==> src/rtl/can_sched_pkg.sv <==
package can_sched_pkg;
  localparam int unsigned F_RQST   = 0;
  localparam int unsigned F_NEWDAT = 1;
  localparam int unsigned F_TXIE   = 2;
  localparam int unsigned F_INTPND = 3;
  localparam int unsigned NFIELD   = 4;

  typedef enum logic [1:0] {
    RES_NONE = 2'b00,
    RES_OK   = 2'b01,
    RES_ERR  = 2'b10,
    RES_ARB  = 2'b11
  } tx_res_e;

  typedef enum logic [1:0] {
    ST_IDLE = 2'd0,
    ST_PREP = 2'd1,
    ST_BUSY = 2'd2
  } sch_state_e;
endpackage

==> src/rtl/can_prio_pick.sv <==
module can_prio_pick #(
  parameter int unsigned NUM_OBJ = 32,
  parameter int unsigned IDX_W   = $clog2(NUM_OBJ)
) (
  input  logic [NUM_OBJ-1:0] req_i,
  output logic               any_o,
  output logic [IDX_W-1:0]   idx_o
);
  always_comb begin
    idx_o = '0;
    for (int i = NUM_OBJ - 1; i >= 0; i--) begin
      if (req_i[i]) idx_o = IDX_W'(i);
    end
  end
  assign any_o = |req_i;
endmodule

==> src/rtl/can_obj_bank.sv <==
module can_obj_bank
  import can_sched_pkg::*;
#(
  parameter int unsigned NUM_OBJ = 32,
  parameter int unsigned IDX_W   = $clog2(NUM_OBJ)
) (
  input  logic               clk_i,
  input  logic               rst_ni,
  input  logic               host_we_i,
  input  logic [IDX_W-1:0]   host_idx_i,
  input  logic [NFIELD-1:0]  host_mask_i,
  input  logic [NFIELD-1:0]  host_data_i,
  input  logic               upd_en_i,
  input  logic [IDX_W-1:0]   upd_idx_i,
  input  logic               upd_clr_rq_i,
  input  logic               upd_clr_nd_i,
  input  logic               upd_set_ip_i,
  output logic [NUM_OBJ-1:0] rqst_o,
  output logic [NUM_OBJ-1:0] newdat_o,
  output logic [NUM_OBJ-1:0] txie_o,
  output logic [NUM_OBJ-1:0] intpnd_o
);
  for (genvar g = 0; g < NUM_OBJ; g++) begin : g_obj
    logic [NFIELD-1:0] st_q, st_d;

    always_comb begin
      st_d = st_q;
      if (upd_en_i && upd_idx_i == IDX_W'(g)) begin
        if (upd_clr_rq_i) st_d[F_RQST] = 1'b0;
        if (upd_clr_nd_i) st_d[F_NEWDAT] = 1'b0;
        if (upd_set_ip_i && st_q[F_TXIE]) st_d[F_INTPND] = 1'b1;
      end
      // host write wins over a same-cycle completion
      if (host_we_i && host_idx_i == IDX_W'(g))
        st_d = (st_d & ~host_mask_i) | (host_data_i & host_mask_i);
    end

    always_ff @(posedge clk_i or negedge rst_ni) begin
      if (!rst_ni) st_q <= '0;
      else         st_q <= st_d;
    end

    assign rqst_o[g]   = st_q[F_RQST];
    assign newdat_o[g] = st_q[F_NEWDAT];
    assign txie_o[g]   = st_q[F_TXIE];
    assign intpnd_o[g] = st_q[F_INTPND];
  end
endmodule

==> src/rtl/can_tx_fsm.sv <==
module can_tx_fsm
  import can_sched_pkg::*;
#(
  parameter int unsigned NUM_OBJ = 32,
  parameter int unsigned IDX_W   = $clog2(NUM_OBJ)
) (
  input  logic               clk_i,
  input  logic               rst_ni,
  input  logic               dar_i,
  input  logic               any_i,
  input  logic [IDX_W-1:0]   pick_i,
  input  logic [NUM_OBJ-1:0] rqst_i,
  input  logic               host_we_i,
  input  logic [IDX_W-1:0]   host_idx_i,
  input  logic [NFIELD-1:0]  host_mask_i,
  input  logic [NFIELD-1:0]  host_data_i,
  input  logic               tx_done_i,
  input  logic [1:0]         tx_result_i,
  output logic               tx_start_o,
  output logic [IDX_W-1:0]   sel_o,
  output logic               upd_en_o,
  output logic               upd_clr_rq_o,
  output logic               upd_clr_nd_o,
  output logic               upd_set_ip_o,
  output logic               busy_o,
  output logic               rewr_o
);
  sch_state_e       state_q, state_d;
  logic [IDX_W-1:0] sel_q;
  logic             start_q, rewr_q;
  logic             done_ev, ok, host_rewr;

  assign done_ev   = (state_q == ST_BUSY) && tx_done_i;
  assign ok        = (tx_res_e'(tx_result_i) == RES_OK);
  assign host_rewr = host_we_i && host_idx_i == sel_q &&
                     host_mask_i[F_RQST] && host_data_i[F_RQST];

  always_comb begin
    state_d = state_q;
    unique case (state_q)
      ST_IDLE: if (any_i) state_d = ST_PREP;
      ST_PREP: state_d = rqst_i[sel_q] ? ST_BUSY : ST_IDLE;
      ST_BUSY: if (tx_done_i) state_d = ST_IDLE;
      default: state_d = ST_IDLE;
    endcase
  end

  always_ff @(posedge clk_i or negedge rst_ni) begin
    if (!rst_ni) begin
      state_q <= ST_IDLE;
      sel_q   <= '0;
      start_q <= 1'b0;
      rewr_q  <= 1'b0;
    end else begin
      state_q <= state_d;
      start_q <= (state_q == ST_PREP) && rqst_i[sel_q];
      if (state_q == ST_IDLE && any_i) sel_q <= pick_i;
      if (state_q == ST_PREP)          rewr_q <= 1'b0;
      else if (state_q == ST_BUSY && host_rewr) rewr_q <= 1'b1;
    end
  end

  assign tx_start_o   = start_q;
  assign sel_o        = sel_q;
  assign upd_en_o     = done_ev;
  assign upd_clr_rq_o = !rewr_q && (ok || dar_i);
  assign upd_clr_nd_o = !rewr_q && ok;
  assign upd_set_ip_o = ok;
  assign busy_o       = (state_q == ST_BUSY);
  assign rewr_o       = rewr_q;
endmodule

==> src/rtl/can_tx_sched.sv <==
module can_tx_sched
  import can_sched_pkg::*;
#(
  parameter int unsigned NUM_OBJ = 32,
  parameter int unsigned IDX_W   = $clog2(NUM_OBJ)
) (
  input  logic               clk_i,
  input  logic               rst_ni,
  input  logic               dar_i,
  input  logic               host_we_i,
  input  logic [IDX_W-1:0]   host_idx_i,
  input  logic [3:0]         host_mask_i,
  input  logic [3:0]         host_data_i,
  input  logic               tx_done_i,
  input  logic [1:0]         tx_result_i,
  output logic               tx_start_o,
  output logic [IDX_W-1:0]   tx_idx_o,
  output logic [NUM_OBJ-1:0] rqst_o,
  output logic [NUM_OBJ-1:0] newdat_o,
  output logic [NUM_OBJ-1:0] txie_o,
  output logic [NUM_OBJ-1:0] intpnd_o
);
  logic             any_w, upd_en_w, clr_rq_w, clr_nd_w, set_ip_w, busy_w, rewr_w;
  logic [IDX_W-1:0] pick_w, sel_w;

  can_prio_pick #(.NUM_OBJ(NUM_OBJ), .IDX_W(IDX_W)) u_pick (
    .req_i (rqst_o),
    .any_o (any_w),
    .idx_o (pick_w)
  );

  can_tx_fsm #(.NUM_OBJ(NUM_OBJ), .IDX_W(IDX_W)) u_fsm (
    .clk_i        (clk_i),
    .rst_ni       (rst_ni),
    .dar_i        (dar_i),
    .any_i        (any_w),
    .pick_i       (pick_w),
    .rqst_i       (rqst_o),
    .host_we_i    (host_we_i),
    .host_idx_i   (host_idx_i),
    .host_mask_i  (host_mask_i),
    .host_data_i  (host_data_i),
    .tx_done_i    (tx_done_i),
    .tx_result_i  (tx_result_i),
    .tx_start_o   (tx_start_o),
    .sel_o        (sel_w),
    .upd_en_o     (upd_en_w),
    .upd_clr_rq_o (clr_rq_w),
    .upd_clr_nd_o (clr_nd_w),
    .upd_set_ip_o (set_ip_w),
    .busy_o       (busy_w),
    .rewr_o       (rewr_w)
  );

  can_obj_bank #(.NUM_OBJ(NUM_OBJ), .IDX_W(IDX_W)) u_bank (
    .clk_i        (clk_i),
    .rst_ni       (rst_ni),
    .host_we_i    (host_we_i),
    .host_idx_i   (host_idx_i),
    .host_mask_i  (host_mask_i),
    .host_data_i  (host_data_i),
    .upd_en_i     (upd_en_w),
    .upd_idx_i    (sel_w),
    .upd_clr_rq_i (clr_rq_w),
    .upd_clr_nd_i (clr_nd_w),
    .upd_set_ip_i (set_ip_w),
    .rqst_o       (rqst_o),
    .newdat_o     (newdat_o),
    .txie_o       (txie_o),
    .intpnd_o     (intpnd_o)
  );

  assign tx_idx_o = sel_w;
endmodule

==> config.mk <==
export PLATFORM = sky130hd
export DESIGN_NAME = can_tx_sched
export DESIGN_NICKNAME = d
export VERILOG_FILES = /design/src/rtl/can_sched_pkg.sv /design/src/rtl/can_prio_pick.sv /design/src/rtl/can_obj_bank.sv /design/src/rtl/can_tx_fsm.sv /design/src/rtl/can_tx_sched.sv
export SDC_FILE = /design/constraint.sdc
export NUM_CORES = 1
export LEC_CHECK = 0
export BUFFER_PORTS_ARGS = -buffer_cell sky130_fd_sc_hd__clkbuf_2
export CORE_ASPECT_RATIO = 1.4
export CORE_UTILIZATION = 40
export CTS_CLUSTER_DIAMETER = 60
export DETAILED_ROUTE_END_ITERATION = 16
export PLACE_DENSITY = 0.62
export SLEW_MARGIN = 20
export SYNTH_ARGS = -nofsm -noshare
export SYNTH_HDL_FRONTEND = slang
export SYNTH_SLANG_ARGS = --single-unit
==> constraint.sdc <==
create_clock -name clk_i -period 1.83 [get_ports clk_i]
set_clock_uncertainty 0.15 [all_clocks]
set_input_delay 0 -clock clk_i [delete_from_list [all_inputs] [get_ports clk_i]]
set_output_delay 0 -clock clk_i [all_outputs]
set_load 0.05 [all_outputs]
==> results of run 1 <==
power by group through the flow:
| stage | Combinational, mW | Sequential [mW] | Clock (mW) |
|---|---|---|---|
| finish | 6.95 | 4.05 | 3.51 |
| global route | 7.26 | 4.10 | 3.70 |
| CTS | 6.21 | 4.01 | 3.56 |
| detailed placement | 5.78 | 4.05 | 0 |
| global placement | 5.74 | 4.04 | 0 |
| floorplan | 1.90 | 5.63 | 0 |
layout make-up:
cell class | instances | area (sq um)
clock inverter | 7 | 116
timing repair buffer | 342 | 2490
sequential | 137 | 3460
fill | 1489 | 6700
tap | 240 | 300
inverter | 10 | 37.5
multi-input combinational | 564 | 4490
clock buffer | 25 | 475
cell usage in the layout (no fill, tap or decap), types with 4 or more instances in the layout:
master         synthesis  routed
inv_1                  9       9
nor4_4                 0       5
dlygate4sd3_1          0      13
clkbuf_16              0      17
mux2i_1               61      54
nand3_1                7       6
a21oi_1                8       8
buf_4                  1     132
nand2_1              168     138
nor4_1                11       6
nor2_4                 0       6
mux4_2                 0       4
mux2_4                 1      16
nand2b_1              10       8
o211ai_1               9       9
o21ai_2                0      33
nand2_2                0       8
buf_12                 0      10
clkbuf_1              41       6
mux2i_2                0       5
o21ai_1                0      19
nor3_1                 9       7
buf_8                  0       4
o21ai_0               58       5
mux2_2                62      47
dfrtp_1              137     108
nor2b_1                8       6
o21a_1                 4       4
dfrtp_2                0      29
nor2_1                58      49
buf_6                  2      31
o31ai_1               14       9
a41o_1                28      28
nand2_4                0      22
clkbuf_2               0     151
through the flow:
step	cells	total power, mW
final	1325	14.5
after CTS	1305	13.8
after floorplan	762	7.53
after global routing	1325	15.1
after detailed placement	1254	9.82
after global placement	1254	9.78
worst max path at each step:
stage,slack [ps],end,start
CTS,-250,u_fsm.state_q[1]$_DFFE_PN0P_,u_fsm.sel_o[0]$_DFFE_PN0P_
detailed placement,-330,u_fsm.sel_o[1]$_DFFE_PN0P_,u_bank.g_obj[16].st_q[0]$_DFF_PN0_
floorplan,-380,u_fsm.state_q[1]$_DFFE_PN0P_,u_fsm.sel_o[3]$_DFFE_PN0P_
finish,-280,u_fsm.state_q[1]$_DFFE_PN0P_,u_fsm.sel_o[0]$_DFFE_PN0P_
global placement,-310,u_fsm.sel_o[1]$_DFFE_PN0P_,u_bank.g_obj[16].st_q[0]$_DFF_PN0_
global route,-350,u_fsm.state_q[1]$_DFFE_PN0P_,u_fsm.sel_o[0]$_DFFE_PN0P_
kinds of logic (layout without fill, tap and decap cells):
family	count (synthesis)	after routing	synth area share, %
AOI/OAI and AO/OA	140	140	13.3
xor gates and xnor gates	5	5	0.588
buffers and inverters	61	384	3.38
DFF	137	137	46.0
muxes	130	130	19.9
and+or+nand+nor	289	289	16.8
layer usage:
metal	part of all wire (%)	vias up	track usage [%]
met5	0	-	0
met4	5.3	0	18.2
met3	4.9	98	4.43
met2	50	312	51.4
met1	40	3715	36.0
li1	-	3355	-
what timing repair did:
action | 4_1_cts | 5_1_grt
setup buffers | 7 | 23
pin swaps | 2 | 62
endpoints found under the setup margin | 57 | 79
hold buffers | 14 | 0
resized for setup | 45 | 210
endpoints found under the hold margin | 188 | 0
critical path: stages (launching register included):
cell	delay, ps
dfrtp_2	420
mux4_2	520
mux2i_2	200
nor3b_2	70
a311oi_2	260
or3b_1	370
==> flow_summary.json, run 1 <==
{
  "max-cap-violations": 0,
  "power_density_mw_per_mm2": 1280,
  "htree_levels": 4,
  "max_freq_mhz": 475,
  "io_buffers": 153,
  "drt_iter0_markers": 506,
  "p_comb_share_pct": 47.9,
  "outcome": "complete, but fails checks",
  "hold_ws_ps": 14.7,
  "hp-class": "input pin to register",
  "grt_pass1_wl_um": 43400,
  "r2r_end": "u_fsm.state_q[1]$_DFFE_PN0P_",
  "synth-seq-cells": 137,
  "pin_count": 154,
  "clock_latency_ps": 430,
  "dp.final_hpwl_um": 21100,
  "rr_worst_depth": 5,
  "min_to": "u_bank.g_obj[23].st_q[3]$_DFF_PN0_",
  "min_period_ps": 2110,
  "r2r_setup_slack_ps": -280,
  "end_kind": "register",
  "switching_share_pct": 41.7,
  "place_area_sq_mm": 0.00959,
  "postSynth.asyncResetShare_pct": 100,
  "fin_tns_setup_ps": -4290,
  "post-synth-top-count-cell": "nand2_1",
  "place_ws_ps": -331,
  "wl_per_cell_um": 22.1,
  "initial_core_util_pct": 41.2,
  "cp_data_required_time_ps": 1980,
  "worst_pin_slew_ps": 689,
  "hold_depth": 5,
  "die_w_um": 117,
  "hp-start": "tx_result_i[1]",
  "place_congestion": 0.897,
  "yosys_warnings": 0,
  "ys_seq_area_share_pct": 46.0,
  "grt_pass1_vias": 7460,
  "fin_crit_sh_pct": 115,
  "wirelength_um": 29300,
  "final_cell_area_sq_mm": 0.0114,
  "p_seq_share_pct": 27.9,
  "ir_drop_mv": 0.791,
  "synth-main-ff-cell": "dfrtp_1",
  "slew_viol_final": 0,
  "antenna_found_initial": 0,
  "grt_usage_pct": 30.1,
  "n_antenna_cell": 0,
  "yosysTopAreaCell": "dfrtp_1",
  "syn_area_sq_mm": 0.00745,
  "row_count": 58,
  "drt_pass1_iterations": 5,
  "layout_setup_ws_ps": -276,
  "vias": 7480,
  "synth_area_per_cell_sq_um": 9.78,
  "finalSetupViolations": 53,
  "p_sw_mw": 6.05,
  "die_h_um": 163,
  "synthTopCellsByArea": "dfrtp_1, mux2_2, nand2_1",
  "violations": "negative setup slack",
  "synth_edf_count": 0,
  "p_int_mw": 8.46,
  "syn_nets": 782,
  "gr-total-overflow": 0,
  "fin_nets": 1092,
  "synth_cell_type_count": 53,
  "arrival_ps": 2250,
  "r2r-start": "u_fsm.sel_o[0]$_DFFE_PN0P_",
  "cts_tree": "yes",
  "cts_num_sinks": 137,
  "hold_viol": 0,
  "cts_buffer_depth": 2,
  "root_buffer": "clkbuf_16",
  "slew_headroom_pct": 54.1,
  "drc": 0,
  "cp-start-kind": "register",
  "cts.reportedPaths.clkPinSlew_ps": 60,
  "syn_inst": 762,
  "netlist_top_cells_count": "nand2_1, dfrtp_1, mux2_2",
  "worstPathMaxFanout": 4,
  "clkPwrFrac_pct": 24.2,
  "syn_to_final_growth_pct": 52.7,
  "rsz0062_at_grt": "yes",
  "dieArea_sq_mm": 0.0192,
  "final_core_util_pct": 62.9,
  "synth_top_area_share_pct": 46.0,
  "crit_type": "register to register",
  "grt_max_degree": 35,
  "final_antenna_net_count": 0,
  "p_leak_nw": 5.88,
  "cts_made_buffers": 17,
  "via_per_inst": 5.65,
  "core_sq_mm": 0.0181,
  "drive_gt1_share_pct": 52.2
}
Power figures use the tool's default switching activity.
==> inputs of run 2 (changes only) <==
==> constraint.sdc (replaced) <==
create_clock -name clk_i -period 1.7 [get_ports clk_i]
set_clock_uncertainty 0.15 [all_clocks]
set_input_delay 0 -clock clk_i [delete_from_list [all_inputs] [get_ports clk_i]]
set_output_delay 0 -clock clk_i [all_outputs]
set_load 0.05 [all_outputs]
==> run 2 against run 1 <==
Compared with the run above:
- the flow still finishes with violations (negative setup slack)
- power increased by 13%
- die area stayed put
- via count up 1.6%
- combinational power grew 14%
- critical path depth grew 1
- sequential share of layout area fell by 0.76 points
- non-clock buffer count up 15
- critical path type unchanged
- critical endpoint unchanged
==> flow_summary.json, run 2 (synthesis results as in run 1) <==
{
  "core_sq_mm": 0.0181,
  "n_antenna_cell": 0,
  "die_w_um": 117,
  "row_count": 58,
  "grt_max_degree": 45,
  "antenna_found_initial": 0,
  "final_core_util_pct": 64.6,
  "syn_to_final_growth_pct": 56.6,
  "power_density_mw_per_mm2": 1410,
  "cts_buffer_depth": 2,
  "initial_core_util_pct": 41.2,
  "fin_tns_setup_ps": -14370,
  "die_h_um": 163,
  "max-cap-violations": 0,
  "rr_worst_depth": 6,
  "drt_pass1_iterations": 5,
  "place_congestion": 0.919,
  "drive_gt1_share_pct": 55.5,
  "r2r_setup_slack_ps": -460,
  "gr-total-overflow": 0,
  "hp-class": "input pin to register",
  "worst_pin_slew_ps": 731,
  "fin_nets": 1107,
  "cts_num_sinks": 137,
  "htree_levels": 4,
  "pin_count": 154,
  "drt_iter0_markers": 560,
  "via_per_inst": 5.67,
  "end_kind": "register",
  "wirelength_um": 29500,
  "wl_per_cell_um": 22.0,
  "arrival_ps": 2310,
  "layout_setup_ws_ps": -460,
  "finalSetupViolations": 105,
  "outcome": "complete, but fails checks",
  "dp.cells": 1261,
  "cts_made_buffers": 17,
  "drc": 0,
  "dp.final_hpwl_um": 21200,
  "cts.reportedPaths.clkPinSlew_ps": 60,
  "fin_crit_sh_pct": 127,
  "mostFrequentLayoutCell": "clkbuf_2",
  "stdcell_count": 1340,
  "worstPathMaxFanout": 4,
  "grt_pass1_wl_um": 44000,
  "rsz0062_at_grt": "yes",
  "max_freq_mhz": 463,
  "hold_viol": 0,
  "min_period_ps": 2160,
  "power_mw": 16.4,
  "ir_drop_mv": 0.746,
  "root_buffer": "clkbuf_16",
  "violations": "negative setup slack",
  "vias": 7602,
  "mostFrequentLayoutCells": "clkbuf_2, buf_4, nand2_1",
  "grt_usage_pct": 30.7,
  "slew_headroom_pct": 51.2,
  "cp_data_required_time_ps": 1850,
  "grt_pass1_vias": 7523,
  "hold_depth": 4,
  "cts_tree": "yes",
  "crit_type": "register to register",
  "dieArea_sq_mm": 0.0192,
  "clock_latency_ps": 430,
  "p_leak_nw": 5.91,
  "cp-start-kind": "register",
  "final_antenna_net_count": 0,
  "io_buffers": 153,
  "slew_viol_final": 0
}
run 2: changes by cell type in the layout (fill, tap and decap cells not counted), sizes merged:
| cell | change |
|---|---|
| clkinv | -2 |
| bufinv | +1 |
| clkinvlp | +2 |
| clkbuf | -4 |
| bufbuf | +1 |
| buf | +15 |
| inv | +4 |
| dlygate4sd3 | -2 |
run 2: final cells by class:
cell class | instances | area (sq um)
fill | 1444 | 6400
multi-input combinational | 564 | 4590
sequential | 137 | 3470
timing repair buffer | 357 | 2620
clock buffer | 20 | 467
tap | 240 | 300
clock inverter | 12 | 186
inverter | 10 | 37.5
run 2: worst max-delay path, cell delays in order, from the launching register on:
cell,delay [ps]
dfrtp_2,440
buf_6,130
mux4_2,520
nor2_4,100
nor4_2,50
a311oi_2,280
or3b_1,380
run 2: per-stage QoR:
| stage | instance area, sq um | worst slack, ps | hold slack, ps |
|---|---|---|---|
| 2_1_floorplan | 7650 | -505 | -446 |
| 3_3_place_gp | 9710 | -575 | -189 |
| 3_5_place_dp | 9710 | -549 | -183 |
| 4_1_cts | 11000 | -501 | 1.61 |
| 5_1_grt | 11700 | -523 | 43.6 |
| 6_report | 11700 | -460 | 34.3 |
run 2: final timing paths:
check / from / end
min in group asynchronous: rst_ni / u_bank.g_obj[2].st_q[3]$_DFF_PN0_
max in group asynchronous: rst_ni / u_bank.g_obj[6].st_q[3]$_DFF_PN0_
worst max register to register: u_fsm.sel_o[0]$_DFFE_PN0P_ / u_fsm.state_q[1]$_DFFE_PN0P_
worst max-delay path: u_fsm.sel_o[0]$_DFFE_PN0P_ / u_fsm.state_q[1]$_DFFE_PN0P_
worst min register to register: register / register
worst min-delay path: host_mask_i[2] / register
run 2: repair_timing:
item / CTS / global route
pin swaps: 25 / 66
setup endpoints to repair: 100 / 111
gates cloned: 2 / 0
hold buffers: 11 / 0
endpoints found under the hold margin: 181 / 0
buffers inserted: 18 / 19
resized for setup: 103 / 150
run 2: per-layer routing:
metal | track usage (%) | vias to the layer above | part of all wire [%]
met5 | 0 | - | 0
met4 | 18.8 | 0 | 5.4
met3 | 4.26 | 82 | 5.1
met2 | 52.1 | 333 | 50
met1 | 36.9 | 3786 | 39
li1 | - | 3401 | -
run 2: report_power, final:
part / internal (mW) / switching [mW]
sequential: 3.81 / 0.582
combinational: 3.24 / 4.69
clock: 2.59 / 1.52
total: 9.65 / 6.79
==> inputs of run 3 (changes only) <==
--- a/config.mk
+++ b/config.mk
@@ -5,12 +5,12 @@
 export SDC_FILE = /design/constraint.sdc
 export NUM_CORES = 1
 export LEC_CHECK = 0
-export BUFFER_PORTS_ARGS = -buffer_cell sky130_fd_sc_hd__clkbuf_2
 export CORE_ASPECT_RATIO = 1.4
 export CORE_UTILIZATION = 40
 export CTS_CLUSTER_DIAMETER = 60
 export DETAILED_ROUTE_END_ITERATION = 16
-export PLACE_DENSITY = 0.62
+export DONT_BUFFER_PORTS = 1
+export PLACE_DENSITY = 0.54
 export SLEW_MARGIN = 20
 export SYNTH_ARGS = -nofsm -noshare
 export SYNTH_HDL_FRONTEND = slang
==> run 3 against run 2 <==
Compared with the run above:
- the flow finishes with violations (negative hold slack, negative setup slack)
- via count decreased by 2.8%
- maximum frequency increased by 3.4%
- global-route usage increased by 0.92 points
- clock-buffer cell count increased by 1
- final cell count decreased by 5.0%
- worst hold slack got worse by 920 ps
- cell area decreased by 3.4%
- register-to-register slack improved by 70 ps
- first-iteration DRC count decreased by 0.36%
==> flow_summary.json, run 3 (synthesis results as in run 1) <==
{
  "fin_nets": 1041,
  "hold_viol": 141,
  "htree_levels": 4,
  "drt_iter0_markers": 558,
  "slew_headroom_pct": 66.0,
  "cp_data_required_time_ps": 1850,
  "core_sq_mm": 0.0181,
  "crit_type": "register to register",
  "die_h_um": 163,
  "dp.final_hpwl_um": 21300,
  "power_density_mw_per_mm2": 1340,
  "cts_tree": "yes",
  "initial_core_util_pct": 41.2,
  "cts_made_buffers": 17,
  "drc": 0,
  "hp-class": "input pin to async pin",
  "worstPathMaxFanout": 6,
  "io_buffers": 0,
  "wirelength_um": 30000,
  "max-cap-violations": 0,
  "drt_pass1_iterations": 5,
  "place_area_sq_mm": 0.00953,
  "gr-total-overflow": 0,
  "dieArea_sq_mm": 0.0192,
  "fin_crit_sh_pct": 123,
  "wl_per_cell_um": 23.5,
  "place_congestion": 0.942,
  "p_leak_nw": 5.56,
  "min_period_ps": 2090,
  "mostFrequentLayoutCells": "buf_4, nand2_1, dfrtp_1",
  "violations": "negative hold slack, negative setup slack",
  "finalSetupViolations": 97,
  "multiInputGateArea_sq_mm": 0.00435,
  "outcome": "complete, but fails checks",
  "grt_max_degree": 138,
  "rsz0062_at_grt": "yes",
  "r2r_setup_slack_ps": -390,
  "cp_top_family": "multiplexers",
  "worst_pin_slew_ps": 508,
  "syn_to_final_growth_pct": 51.2,
  "final_cell_area_sq_mm": 0.0113,
  "die_w_um": 117,
  "cts.reportedPaths.clkPinSlew_ps": 60,
  "power_mw": 15.1,
  "ir_drop_mv": 0.813,
  "register_area_sq_mm": 0.00347,
  "grt_pass1_wl_um": 45300,
  "slew_viol_final": 0,
  "end_kind": "register",
  "n_antenna_cell": 0,
  "antenna_found_initial": 0,
  "slowest_stage": "mux4_2",
  "final_antenna_net_count": 0,
  "drive_gt1_share_pct": 47.4,
  "cts_buffer_depth": 2,
  "cts_num_sinks": 137,
  "root_buffer": "clkbuf_16",
  "dp.cells": 1189,
  "cpPeakStageDelay_ps": 490,
  "layout_setup_ws_ps": -390,
  "clock_latency_ps": 430,
  "arrival_ps": 2240,
  "hold_ws_ps": -887,
  "max_freq_mhz": 478,
  "pin_count": 154,
  "grt_usage_pct": 31.6,
  "worst-path-buf-inv": 0,
  "via_per_inst": 5.81,
  "stdcell_count": 1273,
  "vias": 7391,
  "fillers": 1484,
  "cp_cell_sequence": "mux4_2, mux2i_1, nor3b_1, a311oi_1, or3b_1",
  "mostFrequentLayoutCell": "buf_4",
  "row_count": 58,
  "cp-start-kind": "register",
  "grt_pass1_vias": 7440
}
-- run 3: cell count changes in the layout (fill, tap and decap cells not counted), moves of 8 or more --
| cell | previous run | this run |
|---|---|---|
| buf_4 | 139 | 211 |
| clkbuf_2 | 151 | 0 |
| dlygate4sd3_1 | 11 | 26 |
| o21ai_1 | 18 | 33 |
| o21ai_2 | 37 | 18 |
| o31ai_1 | 4 | 12 |
| o31ai_4 | 8 | 0 |
-- run 3: routing by layer --
metal	GRT usage [%]	vias to the layer above	part of all wire, %
met1	39.0	3743	40
met3	6.18	68	6.2
met2	53.1	323	49
met5	0	-	0
met4	14.7	0	4.7
li1	-	3257	-
-- run 3: metrics by stage --
step,worst slack [ps],setup TNS (ps),hold slack [ps],util (%)
floorplan,-505,-16200,-446,-
global placement,-612,-19600,-441,52.7
detailed placement,-589,-20430,-442,52.7
CTS,-409,-12060,-898,61.3
global route,-471,-15780,-907,62.4
finish,-390,-9660,-887,62.4
-- run 3: final cells by class --
type	count	share of cell area (%)
Clock buffer	21	4.00
Clock inverter	10	0.844
Inverter	10	0.333
Multi-Input combinational cell	564	38.6
Sequential cell	137	30.8
Tap cell	240	2.67
Timing Repair Buffer	291	22.8
-- run 3: repair_timing --
action | in CTS | in global routing
pin swaps | 51 | 29
setup endpoints to repair | 104 | 111
gates resized for setup | 148 | 47
hold buffers | 34 | 1
hold endpoints to repair | 267 | 139
setup buffers | 18 | 7
-- run 3: worst paths after layout --
path / end / cells after the start / from
min in group clk_i: u_bank.g_obj[26].st_q[3]$_DFF_PN0_ / 4 / host_idx_i[4]
setup reg to reg: u_fsm.state_q[1]$_DFFE_PN0P_ / 5 / u_bank.g_obj[9].st_q[0]$_DFF_PN0_
hold reg to reg: register / 1 / register
max in group asynchronous: u_bank.g_obj[8].st_q[0]$_DFF_PN0_ / 0 / rst_ni
setup / recovery: u_fsm.state_q[1]$_DFFE_PN0P_ / 5 / u_bank.g_obj[9].st_q[0]$_DFF_PN0_
hold / removal: u_bank.g_obj[14].st_q[1]$_DFF_PN0_ / 0 / rst_ni
-- run 3: power by group --
part	leakage (nW)	internal (mW)	switching (mW)
clock	0.264	2.05	1.45
combinational	3.53	2.88	4.29
sequential	1.77	3.82	0.581
